## config.mk

```make
export PLATFORM = sky130hd
export DESIGN_NAME = fb_pixel_serializer
export DESIGN_NICKNAME = d
export VERILOG_FILES = /design/src/rtl/fb_pixel_serializer.sv
export SDC_FILE = /design/constraint.sdc
export NUM_CORES = 1
export LEC_CHECK = 0
export CAP_MARGIN = 10
export CORE_MARGIN = 5
export CORE_UTILIZATION = 41
export DETAILED_ROUTE_END_ITERATION = 10
export PLACE_DENSITY = 0.7
export SYNTH_ARGS = -nofsm -noshare
export SYNTH_HDL_FRONTEND = slang
export SYNTH_SLANG_ARGS = --single-unit
```

## constraint.sdc

```tcl
create_clock -name clk -period 4.97 [get_ports clk]
set_clock_uncertainty 0.1 [all_clocks]
set_input_delay 0.497 -clock clk [delete_from_list [all_inputs] [get_ports clk]]
set_output_delay 0.497 -clock clk [all_outputs]
set_load 0.01 [all_outputs]
```

## src/rtl/fb_pixel_serializer.sv

```systemverilog
module fb_pixel_serializer #(
  parameter int AW    = 32,
  parameter int WW    = 12,
  parameter int DEPTH = 4
) (
  input  logic          clk,
  input  logic          rst_n,
  input  logic          mono,
  input  logic          half_w,
  input  logic          half_h,
  input  logic [WW-1:0] width,
  input  logic [AW-1:0] pitch,
  input  logic [AW-1:0] base_in,
  input  logic          base_wr,
  output logic          base_pending,
  input  logic          frame_evt,
  input  logic          line_evt,
  input  logic          vact,
  input  logic          de,
  output logic          rd_req,
  output logic [AW-1:0] rd_addr,
  input  logic          rd_valid,
  input  logic [63:0]   rd_data,
  output logic [3:0]    pix,
  output logic          underflow
);
  localparam int PW = (DEPTH > 1) ? $clog2(DEPTH) : 1;
  localparam int CW = $clog2(DEPTH + 1);

  logic [AW-1:0] base_q, frame_base, line_addr, faddr, nxt_line;
  logic          first, rep, nxt_rep;
  logic [WW-1:0] words_left, fw, wpl;
  logic [CW-1:0] cnt, outst, drop;
  logic [PW-1:0] wp, rp;
  logic [63:0]   mem [DEPTH];
  logic [5:0]    pidx;
  logic          hph;

  wire flush    = frame_evt | line_evt;
  wire live_ret = rd_valid && (drop == '0);
  wire drop_ret = rd_valid && (drop != '0);
  wire space    = ((CW+2)'(cnt) + (CW+2)'(outst) + (CW+2)'(drop)) < (CW+2)'(DEPTH);

  assign fw  = half_w ? (width >> 1) : width;
  assign wpl = mono ? WW'((32'(fw) + 32'd63) >> 6) : WW'((32'(fw) + 32'd15) >> 4);

  assign rd_req  = !flush && (words_left != '0) && space;
  assign rd_addr = faddr;

  always_comb begin
    if (first) begin
      nxt_line = line_addr;
      nxt_rep  = 1'b0;
    end else if (half_h && !rep) begin
      nxt_line = line_addr;
      nxt_rep  = 1'b1;
    end else begin
      nxt_line = line_addr + pitch;
      nxt_rep  = 1'b0;
    end
  end

  always_ff @(posedge clk) begin
    if (!rst_n) begin
      base_q       <= '0;
      base_pending <= 1'b0;
      frame_base   <= '0;
      line_addr    <= '0;
      faddr        <= '0;
      first        <= 1'b1;
      rep          <= 1'b0;
      words_left   <= '0;
    end else begin
      if (frame_evt) begin
        if (base_pending) begin
          frame_base <= base_q;
          line_addr  <= base_q;
        end else begin
          line_addr  <= frame_base;
        end
        base_pending <= 1'b0;
        first        <= 1'b1;
        rep          <= 1'b0;
        words_left   <= '0;
      end else if (line_evt) begin
        if (vact) begin
          line_addr  <= nxt_line;
          rep        <= nxt_rep;
          first      <= 1'b0;
          faddr      <= nxt_line;
          words_left <= wpl;
        end else begin
          words_left <= '0;
        end
      end else if (rd_req) begin
        faddr      <= faddr + AW'(8);
        words_left <= words_left - WW'(1);
      end
      if (base_wr) begin
        base_q       <= base_in;
        base_pending <= 1'b1;
      end
    end
  end

  wire        have = (cnt != '0);
  wire [63:0] head = mem[rp];
  wire [5:0]  last = mono ? 6'd63 : 6'd15;
  wire        show = de && have;
  wire        step = show && (!half_w || hph);
  wire        pop  = step && (pidx == last);
  wire [3:0]  nib  = head[{pidx[3:0], 2'b00} +: 4];

  assign pix = show ? (mono ? {4{head[pidx]}} : nib) : 4'h0;

  always_ff @(posedge clk) begin
    if (live_ret && !flush) mem[wp] <= rd_data;
  end

  always_ff @(posedge clk) begin
    if (!rst_n) begin
      wp    <= '0;
      rp    <= '0;
      cnt   <= '0;
      outst <= '0;
      drop  <= '0;
      pidx  <= '0;
      hph   <= 1'b0;
    end else if (flush) begin
      wp    <= '0;
      rp    <= '0;
      cnt   <= '0;
      outst <= '0;
      drop  <= drop - CW'(drop_ret) + outst - CW'(live_ret);
      pidx  <= '0;
      hph   <= 1'b0;
    end else begin
      if (live_ret) wp <= wp + PW'(1);
      if (pop)      rp <= rp + PW'(1);
      cnt   <= cnt + CW'(live_ret) - CW'(pop);
      outst <= outst + CW'(rd_req) - CW'(live_ret);
      drop  <= drop - CW'(drop_ret);
      if (show) begin
        if (half_w && !hph) begin
          hph <= 1'b1;
        end else begin
          hph  <= 1'b0;
          pidx <= pop ? 6'd0 : pidx + 6'd1;
        end
      end
    end
  end

  always_ff @(posedge clk) begin
    if (!rst_n)           underflow <= 1'b0;
    else if (de && !have) underflow <= 1'b1;
  end
endmodule

```

==> impl_metrics.toml <==
[routing]
drt-initial-drc-count = 1511
drt.antenna.violating_nets = 0
wl_per_cell_um = 20.94
post-route-drc-count = 0
drt_pass1_iterations = 5
viasPerCell = 5.720
vias = 15280
wl_mm = 55.92

[clock_tree]
ctsLongestPathBuffers = 3
insertion_delay_ns = 0.59
cts_buffers = 45
cts.sinks = 422
cts_tree = "done"
root_buffer = "clkbuf_16"
h-tree-depth = 2
path_clk_slew_ns = 0.06
hold_buffers = 0

[synthesis]
synth_largest_area_cell = "edfxtp_1"
ys_async_sr_fraction_pct = 0
synth_nets = 2020
avgSynthCellArea_um2 = 11.52
yosys-top-cells-area = "edfxtp_1 37%, dfxtp_1 16%, mux4_2 7.5%"
ys_warn_count = 0
yosysSeqAreaShare_pct = 52.67
synth_cell_types = 75
synth_cells = 1814
ys_ff_latch = 422
synthFlopType = "edfxtp_1"
synth_top_area_share_pct = 36.78
syn_area_mm2 = 0.02090
synth_edf_count = 256

[global_route]
grt_usage_pct = 19.27
grt_pass1_wl_mm = 85.68
grt-ovfl-total = 0
grt_pass1_vias = 14780
grt_max_degree = 70
antenna_found_initial = 0

[setup_path]
cp.required_ns = 4.37
worstReg2RegStart = "cnt[1]$_SDFF_PP0_"
end_kind = "output pin"
critPathMaxFanout = 17
ff2ff_setup_slack_ns = 1.09
critical_path_class = "reg2out"
critPathLaunchType = "register"
cp_data_arrival_time_ns = 4.04

[timing]
tns_ns = 0
min_period_over_period_pct = 93.32
tightest_slew_ns = 1.018
hold_viol_final = 0
maxSlewViolCount = 0
fmax_mhz = 215.6
rsz0062_at_grt = "no"
setup_violations = 0
relSlewSlack_pct = 32.10
period_needed_ns = 4.638

[cells_and_area]
area_delta_synth_final_pct = 18.68
final-seq-area_mm2 = 0.01102
drive_gt1_share_pct = 10.76
post-route-util_pct = 49.35
diodes = 0
n_fill_cell = 4425
multiInputGateArea_mm2 = 0.009158
final_common_cell = "edfxtp_1"
layout.nets = 2169
layout.cells.non_filler = 2671
final_cell_mix = "256 x edfxtp_1, 186 x clkdlybuf4s50_1, 164 x nor2_1"

[worst_hold_path]
holdCritStartpoint = "line_evt"
min_path_type = "in2reg"

[floorplanning]
core_area_mm2 = 0.05027
die-area_mm2 = 0.05560
num_rows = 82
start_util_pct = 41.58
die_w_um = 235.8
io-pin-count = 190
die_h_um = 235.8

[placed_design]
dpl.hpwl_mm = 39.09
dp.cells = 2587
gp_congestion = 0.9040
portBuffers = 189

[power]
powerDensity_mw_per_mm2 = 326.6
ir_drop_mv = 0.3452
p_leak_uw = 0.008589
power_uw = 8103

[run_status]
status = "completed"

[flow_run]
drv_cap = 0
registers in the layout, indices dropped and copies added, names as in the netlist, 3 cells and up, named ones only:
signal      count
drop            3
frame_base     32
words_left     12
outst           3
base_q         32
rd_addr        32
line_addr      32
cnt             3
pidx            6
mem           256
cells by family after synthesis:
logic type | synth area share (%)
DFF | 52.67
and+or+nand+nor | 11.15
muxes | 13.81
adders and majority gates | 3.543
xor gates and xnor gates | 2.682
buffers and inverters | 3.561
AOI/OAI and AO/OA | 12.58
worst paths after layout:
check	end	cells after the start
min	drop[0]$_SDFF_PN0_	4
max	pix[2]	9
min reg2reg	frame_base[29]$_SDFFE_PN0P_	2
max reg2reg	rd_addr[30]$_SDFFE_PN0P_	11
where the power goes:
part	internal (uW)	switching (uW)	leakage [uW]
registers	3810	70.4	0.00366
clock network	1880	1410	0.000704
logic	425	510	0.00422
total	6120	1990	0.00859
cell usage after synthesis, types with 42 or more instances:
cell,instances
clkbuf_1,89
mux2i_1,75
mux4_2,70
dfxtp_1,166
edfxtp_1,256
a21oi_1,140
nand3_1,45
nand2_1,162
nor3_1,44
nor2_1,164
o21ai_0,79
inv_1,42
ha_1,48
worst max-delay path, stage by stage (launching register included):
cell,delay [ns]
dfxtp_4,0.56
buf_4,0.30
mux4_2,0.56
mux4_2,0.47
nand2_1,0.09
a21oi_1,0.06
nor4_1,0.53
a2111oi_2,0.19
a21o_1,0.20
clkdlybuf4s50_1,0.48
stage by stage:
step / hold slack (ns) / worst slack [ns] / cell area, um^2
6_report: 0.3371 / 0.3318 / 24810
5_1_grt: 0.3685 / 0.1993 / 24810
4_1_cts: 0.3123 / 0.07089 / 24790
3_5_place_dp: 0.3468 / 0.7172 / 23340
3_3_place_gp: 0.3371 / 0.8054 / 23340
2_1_floorplan: 0.3307 / 1.383 / 20900
layout make-up:
type / count / share of cell area [%]
flip-flops and latches: 422 / 44.42
multi-input cells: 1225 / 36.91
repair buffers: 223 / 8.745
clock buffers: 63 / 5.058
well taps: 672 / 3.389
clock inverters: 20 / 0.7716
inverters: 46 / 0.7010
timing repair:
item	CTS	global route
gates resized for setup	0	1
hold endpoints to repair	0	0
buffers inserted	0	1
endpoints found under the setup margin	0	4
layer usage:
layer,track usage (%),part of all wire [%],up-vias
met3,3.983,7.8,94
met1,26.09,42,7452
met4,6.369,3.1,0
li1,-,-,7124
met5,0,0,-
met2,31.24,47,609
No activity file was read; power rests on OpenSTA's default activity.
